### src/rtl/scroll_pkg.sv
package scroll_pkg;

    typedef enum logic [1:0] {
        ST_FETCH  = 2'd0,
        ST_SETTLE = 2'd1,
        ST_RUN    = 2'd2
    } scroll_state_e;

    typedef enum logic [1:0] {
        DIR_LEFT  = 2'b00,
        DIR_RIGHT = 2'b01,
        DIR_UP    = 2'b10,
        DIR_DOWN  = 2'b11
    } scroll_dir_e;

endpackage

### src/rtl/scroll_fsm.sv
module scroll_fsm
    import scroll_pkg::*;
#(
    parameter int DIM    = 8,
    parameter int GLYPHS = 8,
    localparam int RW = $clog2(DIM),
    localparam int GW = $clog2(GLYPHS),
    localparam int AW = GW + RW
) (
    input  logic          clk,
    input  logic          rst_n,
    input  logic          shift_tick,
    output logic          rom_rd,
    output logic [AW-1:0] rom_addr,
    output logic          plane_clear,
    output logic          step_en
);

    localparam int TW = $clog2(2 * DIM);
    localparam logic [RW-1:0] ROW_LAST   = RW'(DIM - 1);
    localparam logic [TW-1:0] TICK_LAST  = TW'(2 * DIM - 1);
    localparam logic [GW-1:0] GLYPH_LAST = GW'(GLYPHS - 1);

    scroll_state_e state_q, state_d;
    logic [RW-1:0] fetch_q;
    logic [TW-1:0] tick_q;
    logic [GW-1:0] glyph_q;

    // state register
    always_ff @(posedge clk) begin
        if (!rst_n) begin
            state_q <= ST_FETCH;
        end else begin
            state_q <= state_d;
        end
    end

    // next-state logic
    always_comb begin
        state_d = state_q;
        unique case (state_q)
            ST_FETCH:  if (fetch_q == ROW_LAST) state_d = ST_SETTLE;   // T_READS_DONE
            ST_SETTLE: state_d = ST_RUN;                               // T_ARM
            ST_RUN:    if (shift_tick && tick_q == TICK_LAST)
                           state_d = ST_FETCH;                         // T_GLYPH_DONE
            default:   state_d = ST_FETCH;
        endcase
    end

    // output decode
    always_comb begin
        rom_rd      = 1'b0;
        plane_clear = 1'b0;
        step_en     = 1'b0;
        unique case (state_q)
            ST_FETCH: begin
                rom_rd      = 1'b1;
                plane_clear = 1'b1;
            end
            ST_SETTLE: begin
                rom_rd = 1'b0;
            end
            ST_RUN: begin
                step_en = shift_tick;
            end
            default: begin
                rom_rd = 1'b0;
            end
        endcase
    end

    // row, tick and glyph counters
    always_ff @(posedge clk) begin
        if (!rst_n) begin
            fetch_q <= '0;
            tick_q  <= '0;
            glyph_q <= '0;
        end else begin
            if (state_q == ST_FETCH) begin
                fetch_q <= (fetch_q == ROW_LAST) ? '0 : fetch_q + 1'b1;
            end
            if (state_q == ST_FETCH) begin
                tick_q <= '0;
            end else if (step_en) begin
                tick_q <= (tick_q == TICK_LAST) ? '0 : tick_q + 1'b1;
            end
            if (step_en && tick_q == TICK_LAST) begin
                glyph_q <= (glyph_q == GLYPH_LAST) ? '0 : glyph_q + 1'b1;
            end
        end
    end

    assign rom_addr = {glyph_q, fetch_q};

endmodule

### src/rtl/glyph_plane.sv
module glyph_plane
    import scroll_pkg::*;
#(
    parameter int DIM = 8,
    localparam int RW = $clog2(DIM)
) (
    input  logic                    clk,
    input  logic                    rst_n,
    input  logic                    clear_i,
    input  logic                    rd_i,
    input  logic [RW-1:0]           rd_row_i,
    input  logic [DIM-1:0]          rd_data_i,
    input  logic                    step_i,
    input  scroll_dir_e             dir_i,
    output logic [DIM-1:0][DIM-1:0] rows_o
);

    logic                    cap_vld_q;
    logic [RW-1:0]           cap_row_q;
    logic [DIM-1:0][DIM-1:0] disp_all;
    logic [DIM-1:0][DIM-1:0] pend_all;

    // ROM data returns one cycle after the strobe: remember which row it is
    always_ff @(posedge clk) begin
        if (!rst_n) begin
            cap_vld_q <= 1'b0;
            cap_row_q <= '0;
        end else begin
            cap_vld_q <= rd_i;
            cap_row_q <= rd_row_i;
        end
    end

    for (genvar r = 0; r < DIM; r++) begin : g_row
        logic [DIM-1:0] disp_q, pend_q, disp_d, pend_d;
        logic [DIM-1:0] below_disp, below_pend, above_disp, above_pend;

        // neighbour feeding this row on an upward move
        if (r == DIM - 1) begin : g_up_edge
            assign below_disp = pend_all[0];
            assign below_pend = '0;
        end else begin : g_up_mid
            assign below_disp = disp_all[r+1];
            assign below_pend = pend_all[r+1];
        end

        // neighbour feeding this row on a downward move
        if (r == 0) begin : g_dn_edge
            assign above_disp = pend_all[DIM-1];
            assign above_pend = '0;
        end else begin : g_dn_mid
            assign above_disp = disp_all[r-1];
            assign above_pend = pend_all[r-1];
        end

        always_comb begin
            disp_d = disp_q;
            pend_d = pend_q;
            unique case (dir_i)
                DIR_LEFT: begin
                    disp_d = {disp_q[DIM-2:0], pend_q[DIM-1]};
                    pend_d = {pend_q[DIM-2:0], 1'b0};
                end
                DIR_RIGHT: begin
                    disp_d = {pend_q[0], disp_q[DIM-1:1]};
                    pend_d = {1'b0, pend_q[DIM-1:1]};
                end
                DIR_UP: begin
                    disp_d = below_disp;
                    pend_d = below_pend;
                end
                DIR_DOWN: begin
                    disp_d = above_disp;
                    pend_d = above_pend;
                end
                default: begin
                    disp_d = disp_q;
                    pend_d = pend_q;
                end
            endcase
        end

        always_ff @(posedge clk) begin
            if (!rst_n) begin
                disp_q <= '0;
                pend_q <= '0;
            end else begin
                if (clear_i) begin
                    disp_q <= '0;
                end else if (step_i) begin
                    disp_q <= disp_d;
                end
                if (cap_vld_q && cap_row_q == RW'(r)) begin
                    pend_q <= rd_data_i;
                end else if (step_i) begin
                    pend_q <= pend_d;
                end
            end
        end

        assign disp_all[r] = disp_q;
        assign pend_all[r] = pend_q;
    end

    assign rows_o = disp_all;

endmodule

### src/rtl/scan_driver.sv
module scan_driver #(
    parameter int DIM = 8,
    localparam int RW = $clog2(DIM)
) (
    input  logic                    clk,
    input  logic                    rst_n,
    input  logic                    scan_tick,
    input  logic [DIM-1:0][DIM-1:0] rows_i,
    output logic [DIM-1:0]          row_sel,
    output logic [DIM-1:0]          col_data
);

    localparam logic [RW-1:0]  SCAN_LAST = RW'(DIM - 1);
    localparam logic [DIM-1:0] SEL_ONE   = DIM'(1);

    logic [RW-1:0] scan_q;

    always_ff @(posedge clk) begin
        if (!rst_n) begin
            scan_q   <= '0;
            row_sel  <= '0;
            col_data <= '0;
        end else if (scan_tick) begin
            row_sel  <= SEL_ONE << scan_q;
            col_data <= rows_i[scan_q];
            scan_q   <= (scan_q == SCAN_LAST) ? '0 : scan_q + 1'b1;
        end
    end

endmodule

### src/rtl/glyph_scroller.sv
module glyph_scroller
    import scroll_pkg::*;
#(
    parameter int DIM    = 8,
    parameter int GLYPHS = 8,
    localparam int RW = $clog2(DIM),
    localparam int GW = $clog2(GLYPHS),
    localparam int AW = GW + RW
) (
    input  logic           clk,
    input  logic           rst_n,
    input  logic [1:0]     dir_sel,
    input  logic           shift_tick,
    input  logic           scan_tick,
    output logic           rom_rd,
    output logic [AW-1:0]  rom_addr,
    input  logic [DIM-1:0] rom_data,
    output logic [DIM-1:0] row_sel,
    output logic [DIM-1:0] col_data
);

    logic                    plane_clear;
    logic                    step_en;
    logic [DIM-1:0][DIM-1:0] rows;

    scroll_fsm #(.DIM(DIM), .GLYPHS(GLYPHS)) u_fsm (
        .clk        (clk),
        .rst_n      (rst_n),
        .shift_tick (shift_tick),
        .rom_rd     (rom_rd),
        .rom_addr   (rom_addr),
        .plane_clear(plane_clear),
        .step_en    (step_en)
    );

    glyph_plane #(.DIM(DIM)) u_plane (
        .clk      (clk),
        .rst_n    (rst_n),
        .clear_i  (plane_clear),
        .rd_i     (rom_rd),
        .rd_row_i (rom_addr[RW-1:0]),
        .rd_data_i(rom_data),
        .step_i   (step_en),
        .dir_i    (scroll_dir_e'(dir_sel)),
        .rows_o   (rows)
    );

    scan_driver #(.DIM(DIM)) u_scan (
        .clk      (clk),
        .rst_n    (rst_n),
        .scan_tick(scan_tick),
        .rows_i   (rows),
        .row_sel  (row_sel),
        .col_data (col_data)
    );

endmodule

### config.mk
export PLATFORM = sky130hd
export DESIGN_NAME = glyph_scroller
export DESIGN_NICKNAME = d
export VERILOG_FILES = /design/src/rtl/scroll_pkg.sv /design/src/rtl/scroll_fsm.sv /design/src/rtl/glyph_plane.sv /design/src/rtl/scan_driver.sv /design/src/rtl/glyph_scroller.sv
export SDC_FILE = /design/constraint.sdc
export NUM_CORES = 1
export LEC_CHECK = 0
export BUFFER_PORTS_ARGS = -buffer_cell sky130_fd_sc_hd__buf_2
export CORE_MARGIN = 2
export CORE_UTILIZATION = 62
export DETAILED_ROUTE_END_ITERATION = 12
export GPL_ROUTABILITY_DRIVEN = 0
export HOLD_SLACK_MARGIN = 0.15
export PLACE_DENSITY = 0.8
export SLEW_MARGIN = 20
export SYNTH_ARGS = -nofsm -noshare
export SYNTH_HDL_FRONTEND = slang
export SYNTH_SLANG_ARGS = --single-unit
### constraint.sdc
create_clock -name clk -period 1.9 [get_ports clk]
set_clock_uncertainty 0.1 [all_clocks]
set_input_delay 0.095 -clock clk [delete_from_list [all_inputs] [get_ports clk]]
set_output_delay 0.095 -clock clk [all_outputs]
set_load 0.02 [all_outputs]
# ---- Word-level counts from Yosys, hierarchy flattened
# Cells that the tools add are included.
dict set report totals {
  reg_bits 163
  inputBits 14
  word_cells 117
}
dict set report classes {
  add_sub_neg 4
  order_cmp 1
  n_eq_ne 18
  shifts 1
  mux 43
  bitwise_logic 1
  reduce_logical 24
}
# op n
set ops {}
lappend ops {{8-bit case mux with 4 select lines} 16}
lappend ops {{8-bit two-way mux} 17}
lappend ops {{8-bit binary-select mux with 3-bit select} 1}
lappend ops {{3-bit equality test (second input constant)} 7}
lappend ops {{2-bit nonzero test} 8}
lappend ops {{1-bit logical AND} 10}
lappend ops {{3-bit by 1-bit adder with 3-bit output (second input constant)} 3}
lappend ops {{3-bit two-way mux} 3}
lappend ops {{1-bit by 3-bit << shifter with 8-bit output (first input constant)} 1}
lappend ops {{2-bit equality test (second input constant)} 3}
lappend ops {{3-bit by 2-bit equality test with 1-bit output (second input constant)} 2}
lappend ops {{2-bit case mux with 3 select lines} 1}
lappend ops {{4-bit by 1-bit adder with 4-bit output (second input constant)} 1}
lappend ops {{2-bit by 1-bit equality test with 1-bit output (second input constant)} 2}
lappend ops {{4-bit equality test (second input constant)} 1}
lappend ops {{2-bit logical NOT} 2}
lappend ops {{3-bit by 4-bit less-than comparator with 1-bit output (second input constant)} 1}
lappend ops {{2-bit two-way mux} 2}
lappend ops {{4-bit two-way mux} 1}
lappend ops {{2-bit OR reduction} 2}
lappend ops {{3-bit by 1-bit equality test with 1-bit output (second input constant)} 1}
lappend ops {{3-bit logical NOT} 1}
lappend ops {{1-bit two-way mux} 2}
lappend ops {{2-bit by 1-bit inequality test with 1-bit output (second input constant)} 1}
lappend ops {{other kinds (3)} 3}

# ---- Depth between registers and ports, before layout
# Gate-level depths: netlist of run 1.
dict set report depth {
  depth_word 4
  depth_mapped 8
  ltp_nobuf 5
}

# ---- By module
# Synthesis of run 1 repeated with hierarchy kept, for this count alone.
dict set report unflattened {
  hier_cells 1048
  hier_area_um2 10232.3
}
# module n_inst cells_per_inst area_each_um2 seq_area_each_um2
set by_module_without_submodules {}
lappend by_module_without_submodules {glyph_plane 1 856 8274.2 2642.5}
lappend by_module_without_submodules {scan_driver 1 129 1355.0 380.4}
lappend by_module_without_submodules {scroll_fsm 1 63 603.1 240.2}

# ---- Worst setup path after synthesis of run 1
# No wires, ideal clock.
dict set report synth_path {
  path_kind {register to register}
  startpoint {reg u_scan.scan_q[0]}
  endpoint {reg u_scan.scan_q[1]}
  setup_ps 115
  arrival_ps 1501
  path_slack_ps 184
  path_stages_with_launch 8
  period_less_slack_ps 1716
  path_cell_list {dfxtp_1 buf_6 clkbuf_1 inv_1 ha_1 nand3b_1 o21ai_0 and2_1}
}
dict set report synth_via {
  elab_chain_cells 2
  word_cells_on_any_way 3
}
# item line_no
set synth_rtl {}
lappend synth_rtl {{start: declaration} scan_driver.sv:16} ;# logic [RW-1:0] scan_q;
lappend synth_rtl {{start signal: assignment} scan_driver.sv:26} ;# scan_q <= (scan_q == SCAN_LAST) ? '0 : scan_q + 1'b1;
lappend synth_rtl {{3-bit by 1-bit adder with 3-bit output or 3-bit equality test (tied branches)} scan_driver.sv:26}
lappend synth_rtl {{3-bit two-way mux (*)} scan_driver.sv:26}
# Every way passes the cells marked *; elsewhere a longest branch is shown, timed or not.
# A chain may end at the register's enable or synchronous reset.

# ---- Worst setup path after layout of run 1
dict set report layout_path {
  startpoint {reg u_scan.scan_q[0]}
  endpoint {reg u_scan.col_data[0]}
}
dict set report layout_via {
  elab_chain_cells 2
}
# item line_no
set layout_rtl {}
lappend layout_rtl {{8-bit binary-select mux with 3-bit select} scan_driver.sv:25} ;# col_data <= rows_i[scan_q];
lappend layout_rtl {{8-bit two-way mux (not written as such)} scan_driver.sv:25}
lappend layout_rtl {{end signal: assignment} scan_driver.sv:25}
lappend layout_rtl {{end: declaration} scan_driver.sv:10} ;# output logic [DIM-1:0] col_data
# No other way between the ends. The select of a mux whose other input is x is not followed.

==> impl.org, run 1 <==
** Status
- Run status :: finished, final reports clean

** Timing
- Final period util :: 95.40%
- In the post-route analysis, the smallest setup slack over all paths is 0.08735 ns.
- Setup repair after global routing left no endpoint under its margin.
- Static timing analysis puts the maximum clock frequency at 551.7 MHz.
- Measured against its own limit, the worst slew margin works out to 57.98%.
- For the final routed database, the setup TNS stands at 0 ns.
- Final slew viol count :: 0
- Subtracting the final worst setup slack from the clock period gives 1.813 ns.
- At the pin with the least slew margin, the transition time is 0.6290 ns.
- The hold violation count in the final report was 0.
- Setup-violating endpoint count in the final report :: 0

** Final layout
- At the end of the flow the core is filled with cells to 70.66%.
- The final layout contains 1050 nets.
- The post-route netlist has 22.57% of its cells at a drive strength greater than 1.
- With fillers left out, the area of the finished cells amounts to 11180 um^2.
- In the layout the commonest cells are 206 x nor2_1, 163 x dfxtp_1, 103 x mux4_2.
- Compared with the post-synthesis result, the final layout area differs by 12.00%.
- The library cell used most frequently in the layout, excluding fill and tap cells, is nor2_1.
- Ant. Diodes :: 0
- Counting the fill cells in the layout gives 1112.

** Synthesis
- Synthesis inferred 163 register bits.
- Cells after Synth :: 1004
- Netlist cell types :: 44
- Number of flops mapped to enable cells by yosys :: 0
- Summed instance area of the synthesized netlist :: 9986 um^2
- In the synthesized netlist the dominant register cell turns out to be dfxtp_1.
- Net count of the mapped netlist :: 1029
- Yosys Warn Count :: 0
- Counting flops with an async set or reset pin after synthesis yields a share of 0%.
- After synthesis, flip-flops and latches occupy 32.68% of the total area.
- Dividing the synthesized area by the synthesized cell count gives 9.946 um^2.

** Job
- Across the run, the number of max-cap violations was 0.

** Clock tree
- In this run, post-CTS hold repair placed 11 buffers.
- Number of buffers inserted to repair setup after CTS :: 0
- TritonCTS clock tree :: yes
- Maximum buffer depth of the clock tree :: 2
- The H-tree was split into 4 levels.
- Clock network latency to the later pin of the worst-skew pair :: 0.43 ns
- Resize count post-CTS :: 0
- Clock tree synthesis selected as its root buffer the cell clkbuf_16.
- Buffers inserted during clock tree synthesis total 17.
- Number of clock sinks :: 163
- After clock tree synthesis, the clock-pin slew on the worst setup and hold paths is 0.06 ns.

** Worst setup path
- The worst setup path is launched from a flip-flop.
- Logic depth of the worst setup path including buffers :: 4
- The worst setup path is captured at a flip-flop.
- The number of cells on the worst reg-to-reg path is 4.
- Of all nets on the critical path, the largest fanout is 19.
- Crit path kind :: flip-flop to flip-flop
- The number of buffers and inverters on the critical path is 1.
- Arrival time at the worst endpoint :: 2.03 ns
- Walking the worst path, the cells encountered are buf_12 > mux4_1 > nor2b_1 > o31a_1.
- Required @ worst endpoint :: 2.12 ns
- On the critical path the largest part of the delay comes from multiplexers.
- Cell with the largest stage delay on the worst path :: mux4_1
- Worst path max stage delay :: 0.55 ns

** Route
- After detailed routing, the average wire length per cell comes to 22.29 um.
- Using the TritonRoute via totals, the vias-per-cell ratio works out to 6.977.
- Summed over all layers, the routed wires come to 27.93 mm.
- DRC violations left :: 0
- After the first detailed-routing iteration, the DRC count stood at 1124.
- DRT antenna net count :: 0
- Detailed-routing iteration count for the pre-antenna-repair pass :: 6
- Vias after detailed routing :: 8742

** GRT
- Gr usage total :: 34.25%
- The number of antenna violations at the first check in global routing is 0.
- Global-route track usage on met2 :: 55.58%
- Remaining Overflow, GRT :: 0
- Entering global routing, the biggest net connects 69 pins.
- Grt met3 use :: 8.998%
- For met1 alone, demand over resource in global routing was 43.91%.
- The number of global-route vias before repair came to 8399.
- Wire length of the first global-routing pass :: 45.15 mm
- The layer flagged by global routing as most heavily used is met2.

** Floorplanning
- IO Pins :: 37
- The die covers 17140 um^2.
- Die Wd :: 130.9 um
- The floorplan has 46 rows.
- The die is 130.9 um tall.
- The initial utilization of the core area, before any placement, comes to 63.09%.
- Std-Cell Core Area :: 15830 um^2

** Worst hold path
- Instance count along the most critical hold path :: 4
- Hold/Removal Path Class :: input port to flip-flop

** Power
- For this design the static power due to leakage is 3.926 nW.
- Power spread over the standard cell area amounts to 696.5 nW/um^2.
- IR analysis of the VDD net gives a maximum drop of 708.6 uV.

** Placed design
- Area post-placement :: 10480 um^2
- DP Worst Slack :: 0.1503 ns
- Port buffer count :: 36
- The HPWL after detailed placement is 18.69 mm.
-- logic make-up after synthesis --
group / after synthesis / share of synthesized area, %
simple gates: 404 / 17.64
flops: 163 / 32.68
mux: 156 / 29.52
compound gates: 155 / 12.19
buf+inv: 112 / 6.328
fa+ha+maj: 11 / 1.378
xor+xnor: 3 / 0.2632
-- power breakdown --
| part | internal (mW) | switching (mW) | total [mW] |
|---|---|---|---|
| logic | 0.329 | 0.396 | 0.725 |
| clock network | 2.12 | 1.39 | 3.52 |
| registers | 3.47 | 0.0781 | 3.55 |
| total | 5.92 | 1.87 | 7.79 |
-- per-stage QoR --
stage	power [mW]	cells	hold WS, ns
floorplan	4.133	1004	0.1299
global placement	4.300	1211	0.3064
detailed placement	4.314	1211	0.3081
CTS	7.798	1253	0.1850
global route	8.021	1253	0.2262
finish	7.790	1253	0.2037
-- synth_stat cells (9+ instances only) --
cell	n	share of area (%)
dfxtp_1	163	33
buf_2	39	2.0
mux2i_1	35	3.5
nor2_1	206	7.7
mux4_2	103	23
nand2_1	60	2.3
a21oi_1	15	0.75
ha_1	11	1.4
nand3_1	18	0.90
buf_1	10	0.38
nor3_1	67	3.4
a21boi_1	22	1.7
inv_1	18	0.68
a221o_1	13	1.3
o211ai_1	30	2.3
o32ai_1	42	3.7
buf_6	9	1.0
clkbuf_1	18	0.68
mux2_2	13	1.5
nor2b_1	28	1.8
buf_4	15	1.1
-- sequential cells by signal, summed over array words and instances (netlist names), 3 cells and up --
signal                    count
u_fsm.fetch_q                 3
u_fsm.glyph_q                 3
u_plane.g_row.disp_q          8
u_plane.g_row.below_disp     56
u_plane.g_row.above_disp      8
u_plane.cap_row_q             3
u_scan.scan_q                 3
u_fsm.tick_q                  4
u_plane.g_row.pend_q          8
u_scan.col_data               8
u_scan.row_sel                8
u_plane.g_row.below_pend     48
-- metal layers --
metal	share of wire, %	up-vias	wire [um]
met5	0	-	0
met4	3.6	0	997
met3	11	102	3049
met2	49	599	13560
met1	37	4234	10320
li1	-	3807	-
-- final cells by class --
type	count	area (um^2)	area share, %
Tap cell	216	270.3	2.416
Sequential cell	163	3263	29.18
Multi-Input combinational cell	729	6097	54.51
Clock buffer	22	464.2	4.150
Clock inverter	9	130.1	1.163
Timing Repair Buffer	96	892.1	7.976
Inverter	18	67.56	0.6041
-- final timing paths --
path / startpoint / to / slack [ns]
setup / recovery: u_scan.scan_q[0] / u_scan.col_data[0] / 0.09
hold / removal: dir_sel[0] / u_plane.g_row[0].above_disp[0] / 0.20
hold reg to reg: u_scan.row_sel[4] / u_scan.row_sel[4] / 0.37
setup reg to reg: u_scan.scan_q[0] / u_scan.col_data[0] / 0.09
-- worst reg2reg max path, stage by stage, from the launching register on --
cell,delay (ns)
dfxtp_1,0.38
buf_12,0.19
mux4_1,0.55
nor2b_1,0.16
o31a_1,0.32
Power figures use the tool's default switching activity.
==> run 2: changes to the inputs <==
CORE_UTILIZATION = 50   (was 62)
PLACE_DENSITY = 0.67   (was 0.8)
==> run 2 against run 1 <==
  * Setup slack gained 0.0033 ns
  * Critical path depth increased by 3
  * Combinational power increased by 2%
  * Final cell count up 3.4%
  * Clock power fell by 5%
  * Clock-buffer cell count shrank 4
  * Sequential power is essentially flat
  * Total power is 2.1% lower
  * Hold slack improved by 0.096 ns
  * Flip-flop and latch count is the same
  * Die area rose by 23%
  * Critical path type is now input port to flip-flop
==> impl.org, run 2 (same netlist as run 1, synthesis figures left out) <==
** Route
- The DRC violation total after the first TritonRoute iteration is 848 (-25%).
- Vias after detailed routing :: 8464 (-3.2%)
- DRT antenna net count :: 0 (unchanged)
- Routed wire length :: 28.21 mm (+1.0%)
- The average routed wire per standard cell is 21.78 um (-2.3%).
- The ratio of routed vias to standard cells was 6.536 (-6.3%).
- Detailed-routing iteration count for the pre-antenna-repair pass :: 7 (+1)
- The remaining design rule violation count came to 0 (unchanged).

** Worst setup path
- Critical register-to-register path endpoint :: u_scan.col_data[7]
- Cell with the largest stage delay on the worst path :: dlygate4sd3_1
- Arrival time at the worst endpoint :: 2.02 ns (about the same)
- The most critical setup path has its endpoint at u_plane.g_row[2].below_pend[0].
- Worst r2r src :: u_scan.scan_q[0]
- The worst path buffer plus inverter count was 3 (+2).
- The most critical setup path has its startpoint at dir_sel[0].
- Slack of the worst reg-to-reg path :: 0.16 ns (+0.07 ns)
- Crit path kind :: input port to flip-flop
- On the critical path the largest part of the delay comes from buffers and inverters.
- The worst-case reg-to-reg path depth is 4 (unchanged).
- The peak fanout along the critical path is 28 (+9).
- The data required time at the worst endpoint came to 2.11 ns (about the same).
- Cells traversed along the worst timing path :: dlygate4sd3_1 > buf_8 > buf_12 > mux2_2 > a221o_1 > o211ai_1 > a21boi_1
- The longest individual stage delay on the worst path is 0.57 ns (+0.02 ns).
- Logic depth of the worst setup path including buffers :: 7 (+3)
- Type of element capturing the critical path :: flip-flop
- Sort of element at the start of the critical path :: input port

** Timing
- Setup repair after global routing left no endpoint under its margin.
- The final setup violation count came to 0 (unchanged).
- Minimum clock period :: 1.809 ns (-0.003346 ns)
- The worst hold-check slack came to 0.2999 ns (+0.09621 ns).
- Headroom to the max-slew limit :: 63.80% (+5.8 points)
- The count of pins over their slew limit is 0 (unchanged).
- Highest clock frequency the design can meet :: 552.7 MHz (+0.18%)
- Final period util :: 95.23% (-0.18 points)
- Setup tns final :: 0 ns (unchanged)
- The slew at the pin with the worst max-slew slack is 0.5419 ns (-0.08715 ns).
- Final hold violation count :: 0 (unchanged)

** Power
- Peak supply drop :: 585.5 uV (-17%)
- The areal power density over the cells came to 684.7 nW/um^2 (-1.7%).
- The total leakage power is 3.874 nW (-1.3%).
- The proportion of power drawn by combinational gates was 9.6% (+0.3 points).
- The sequential share of power came to 46.4% (+0.9 points).
- Switching component of the power :: 2.009 mW (+7.5%)
- Proportion of power drawn by the clock network :: 43.9% (-1.3 points)
- The overall power consumption was 7.630 mW (-2.1%).
- The internal power summed over all cells came to 5.622 mW (-5.1%).
- Net Sw Frac :: 26.32% (+2.3 points)

** Floorplanning
- The effective utilization at floorplan came to 51.14% (-12 points).
- The top-level port count was 37 (unchanged).
- The die outline area came to 21120 um^2 (+23%).
- Std-Cell Core Area :: 19530 um^2 (+23%)
- Die H :: 145.3 um (+11%)
- The cell row count came to 51 (+11%).
- Die Wd :: 145.3 um (+11%)

** Clock tree
- Maximum buffer depth of the clock tree :: 2 (unchanged)
- The total clock buffers created by CTS is 17 (unchanged).
- Number of buffers inserted to repair setup after CTS :: 0 (unchanged)
- TritonCTS clock tree :: yes
- CTS placed an instance of clkbuf_16 at the clock tree root.
- The clock transition at the registers of the reported paths came to 0.06 ns (about the same).
- Clock network latency to the later pin of the worst-skew pair :: 0.43 ns (about the same)
- The depth of the CTS H-tree was 4 (unchanged).
- The number of clock sinks seen by CTS came to 163 (unchanged).

** Placed design
- Port buffer count :: 36 (unchanged)
- The number of instances in the placed design was 1251 (+3.3%).
- Placed wire-length estimate :: 18.82 mm (+0.70%)

** Final layout
- The number of flip-flops under the largest register name is 56 (unchanged).
- Leading cell type in the layout, fill and taps excluded :: nor2_1
- The post-layout instance count excluding filler cells is 1295 (+3.4%).
- Ant. Diodes :: 0 (unchanged)
- Highest-count cells in the layout ignoring fill and taps :: 206 x nor2_1, 163 x dfxtp_1, 103 x mux4_2
- The fraction of layout instances using a drive strength above 1 is 22.14% (-0.43 points).
- The total number of nets in the final design was 1042 (-0.76%).
- From synthesis to final layout, the design area changed by 11.60%.

** GRT
- The largest net degree at the start of global routing is 76 (+10%).
- Number of antenna violations at the first check in global routing :: 0 (unchanged)
- The total track usage is 26.99% (-7.3 points).
- Wire length of the first global-routing pass :: 45.47 mm (+0.72%)
- Number of global-route vias before repair :: 8026 (-4.4%)
- Remaining Overflow, GRT :: 0 (unchanged)

** Worst hold path
- In this run the worst hold path is classified as input port to flip-flop.

** Job
- Number of max-cap violations :: 0 (unchanged)

** Status
- Run status :: finished, final reports clean
## run 2: cell types whose count changed in the layout (fill, tap and decap cells not counted), moves of 2 or more
| cell | previous run | this run |
|---|---|---|
| buf_4 | 32 | 24 |
| inv_6 | 0 | 5 |
| bufinv_16 | 3 | 1 |
| clkbuf_1 | 3 | 1 |
| clkbuf_8 | 2 | 0 |
## run 2: what timing repair did
item                                   4_1_cts  5_1_grt
setup endpoints to repair                    0        1
resized for setup                            0        2
hold buffers                                12        0
endpoints found under the hold margin       90        0
## run 2: worst min-delay path, stage by stage
cell and delay [ns]:
buf_4 0.28, a221o_1 0.19, o211ai_1 0.08, a21boi_1 0.14
## run 2: power groups by stage
| stage | clock network [mW] | registers [mW] | logic, mW |
|---|---|---|---|
| 6_report | 3.35 | 3.54 | 0.736 |
| 3_5_place_dp | 0 | 3.62 | 0.712 |
| 5_1_grt | 3.53 | 3.55 | 0.793 |
| 2_1_floorplan | 0 | 3.59 | 0.539 |
| 4_1_cts | 3.39 | 3.54 | 0.733 |
| 3_3_place_gp | 0 | 3.62 | 0.703 |
## run 2: area by class of cell
cell class              count  area [um^2]
fillers                  1698         8382
multi-input cells         729         6097
flip-flops and latches    163         3263
repair buffers             88        825.8
clock buffers              18        429.2
well taps                 265        331.6
clock inverters            14        130.1
inverters                  18        67.56
## run 2: worst min path at each step
stage,from,endpoint,slack (ns),depth (start not counted)
2_1_floorplan,rom_data[1],u_plane.g_row[0].above_disp[1],0.13,2
3_3_place_gp,rom_data[4],u_plane.g_row[0].above_disp[4],0.31,3
3_5_place_dp,rom_data[4],u_plane.g_row[0].above_disp[4],0.31,3
4_1_cts,dir_sel[1],u_plane.g_row[4].below_pend[0],0.29,4
5_1_grt,dir_sel[1],u_plane.g_row[4].below_pend[0],0.33,4
6_report,dir_sel[1],u_plane.g_row[4].below_pend[0],0.30,4
## run 2: per-layer routing
| layer | GRT usage, % | up-vias | part of all wire, % |
|---|---|---|---|
| met2 | 42.23 | 423 | 47 |
| met1 | 36.58 | 4183 | 42 |
| met5 | 0 | - | 0 |
| li1 | - | 3796 | - |
| met3 | 6.698 | 62 | 7.9 |
| met4 | 9.902 | 0 | 3.0 |
## run 2: metrics by stage
stage / utilization [%] / worst slack, ns / cell area (um^2)
2_1_floorplan: - / 0.1845 / 9986
3_3_place_gp: 53.58 / 0.1937 / 10460
3_5_place_dp: 53.58 / 0.1794 / 10460
4_1_cts: 57.06 / 0.08462 / 11140
5_1_grt: 57.07 / 0.01661 / 11140
6_report: 57.07 / 0.09070 / 11140
==> run 3: changes to the inputs <==
CORE_UTILIZATION = 40   (was 50)
PLACE_DENSITY = unset   (was 0.67)
==> run 3 against run 2 <==
  * Sequential power about the same
  * Final cell count increased by 5.4%
  * Hold slack got worse by 0.11 ns
  * Critical path depth decreased by 3
  * Register-to-register slack about the same
  * Via count increased by 0.69%
==> impl.org, run 3 (same netlist as run 1, synthesis figures left out) <==
** Status
- The run finished with clean final reports.

** Timing
- Setup-violating endpoint count in the final report :: 0 (unchanged)
- The slew at the pin with the worst max-slew slack came to 0.6280 ns (+0.08609 ns).
- The count of pins over their slew limit is 0 (unchanged).
- Final hold violation count :: 0 (unchanged)
- Headroom to the max-slew limit :: 58.05% (-5.8 points)
- The maximum clock rate is 572.1 MHz (+3.5%).
- Unrepaired setup endpoints after global routing :: no
- The minimum clock period after layout was 1.748 ns (-0.06125 ns).
- The share of the cycle needed by the critical path after routing was 92.00% (-3.2 points).
- Setup tns final :: 0 ns (unchanged)

** Placed design
- Placed wire-length estimate :: 19.47 mm (+3.4%)
- The number of buffers added on ports was 36 (unchanged).
- Area post-placement :: 10590 um^2 (+1.2%)

** Route
- The ratio of routed vias to standard cells came to 6.243 (-4.5%).
- The remaining design rule violation count was 0 (unchanged).
- The DRC violation total after the first TritonRoute iteration was 955 (+13%).
- Routed wire length :: 29.06 mm (+3.0%)
- Vias after detailed routing :: 8522 (+0.69%)
- The average routed wire per standard cell was 21.29 um (-2.3%).
- The remaining number of nets flagged by the antenna check after routing is 0 (unchanged).
- Detailed-routing iteration count for the pre-antenna-repair pass :: 6 (-1)

** Clock tree
- Cell at the root of the clock tree :: clkbuf_16
- TritonCTS clock tree :: yes
- The number of clock sinks seen by CTS came to 163 (unchanged).
- The depth of the CTS H-tree was 4 (unchanged).
- Maximum buffer depth of the clock tree :: 2 (unchanged)
- Cts bufs inserted :: 17 (unchanged)
- The clock transition at the registers of the reported paths came to 0.06 ns (about the same).
- Number of buffers inserted to repair setup after CTS :: 0 (unchanged)
- Clock network latency to the later pin of the worst-skew pair :: 0.43 ns (about the same)

** Final layout
- Number of nets in the final layout :: 1053 (+1.1%)
- The final antenna diode count was 0 (unchanged).
- The number of flip-flops under the largest register name was 56 (unchanged).
- Leaving out fill and tap cells, the most frequent cell in the layout is nor2_1.
- The final cell area excluding filler cells came to 11330 um^2 (+1.7%).
- Synthesis-to-layout area growth :: 13.49%
- The fraction of layout instances using a drive strength above 1 came to 22.96% (+0.82 points).
- The area taken by multi-input logic gates came to 6100 um^2 (about the same).
- FF+latch area :: 3263 um^2 (unchanged)
- Highest-count cells in the layout ignoring fill and taps :: 206 x nor2_1, 163 x dfxtp_1, 103 x mux4_2
- The total of fill cells in the finished design is 2299 (+35%).

** Floorplanning
- IO Pins :: 37 (unchanged)
- The cell row count came to 57 (+12%).
- The die outline area was 26240 um^2 (+24%).
- The core box area was 24390 um^2 (+25%).
- Starting Density :: 40.94% (-10 points)
- Die Wd :: 162 um (+11%)
- The vertical die dimension is 162 um (+11%).

** GRT
- The largest net degree at the start of global routing is 59 (-22%).
- The global-route wire length before repair is 47.36 mm (+4.2%).
- The number of global-route vias before repair is 8034 (+0.10%).
- Number of antenna violations at the first check in global routing :: 0 (unchanged)
- The total track usage is 22.80% (-4.2 points).
- Remaining Overflow, GRT :: 0 (unchanged)

** Worst setup path
- Crit path kind :: flip-flop to flip-flop
- Arrival time at the worst endpoint :: 1.97 ns (-0.05 ns)
- The peak fanout along the critical path came to 18 (-36%).
- STA classifies the critical path endpoint as a flip-flop.
- The data required time at the worst endpoint is 2.12 ns (about the same).
- Number of cells on the worst reg-to-reg path :: 4 (unchanged)
- Sort of element at the start of the critical path :: flip-flop

** Power
- PwrDens :: 708.6 nW/um^2 (+3.5%)
- The overall power consumption is 8.031 mW (+5.3%).
- The total leakage power is 3.960 nW (+2.2%).
- Peak supply drop :: 514.1 uV (-12%)

** Job
- Number of max-cap violations :: 0 (unchanged)

** Worst hold path
- The cell count of the worst hold path was 4 (unchanged).
- Hold/Removal Path Class :: input port to flip-flop
## run 3: cell count changes in the layout (fill, tap and decap cells not counted)
cell           before  now
inv_6               5    0
clkbuf_1            1    3
buf_12             17   14
nor2b_1            28   27
buf_4              24   38
buf_6               0    2
clkinv_2            2    3
clkbuf_8            0    3
clkinvlp_4          5    1
buf_8               1    0
bufinv_16           1    4
dlygate4sd3_1      12   11
nor2b_2             0    1
## run 3: worst max-delay path, cell delays in order (launching register included)
cell and delay [ns]:
dfxtp_1 0.37, buf_12 0.18, mux4_1 0.54, nor2b_1 0.14, o31a_1 0.30
## run 3: power breakdown
group	switching [mW]	internal [mW]	total, mW
Sequential	0.0776	3.47	3.55
Combinational	0.405	0.331	0.736
Clock	1.45	2.30	3.75
Total	1.93	6.10	8.03
## run 3: per-layer routing
layer	GRT usage, %	part of all wire, %	vias up
met5	0	0	-
met4	5.591	1.6	0
li1	-	-	3808
met2	35.59	47	420
met3	3.830	7.7	34
met1	33.06	44	4260
## run 3: timing repair
action	in CTS	in global routing
hold buffers	11	0
endpoints found under the hold margin	66	0
gates resized for setup	0	1
setup endpoints to repair	0	1
## run 3: area by class of cell
type | count | area share, %
timing repair buffer | 99 | 7.662
tap | 324 | 3.577
clock buffer | 23 | 4.217
sequential | 163 | 28.79
multi-input combinational | 729 | 53.82
inverter | 18 | 0.5962
clock inverter | 9 | 1.336
## run 3: final timing paths
path / start / slack [ns] / end
min: dir_sel[0] / 0.19 / u_plane.g_row[0].above_disp[0]
max reg2reg: u_scan.scan_q[0] / 0.15 / u_scan.col_data[7]
max: u_scan.scan_q[0] / 0.15 / u_scan.col_data[7]
min reg2reg: u_fsm.tick_q[1] / 0.38 / u_fsm.tick_q[1]
## run 3: through the flow
stage          std cells  hold slack (ns)  utilization (%)  setup slack [ns]
3_5_place_dp        1322           0.3139            43.42            0.1679
3_3_place_gp        1322           0.3108            43.42            0.1732
4_1_cts             1365           0.1815            46.46            0.1489
5_1_grt             1365           0.2349            46.47           0.08820
2_1_floorplan       1004           0.1299                -            0.1845
6_report            1365           0.1886            46.47            0.1520
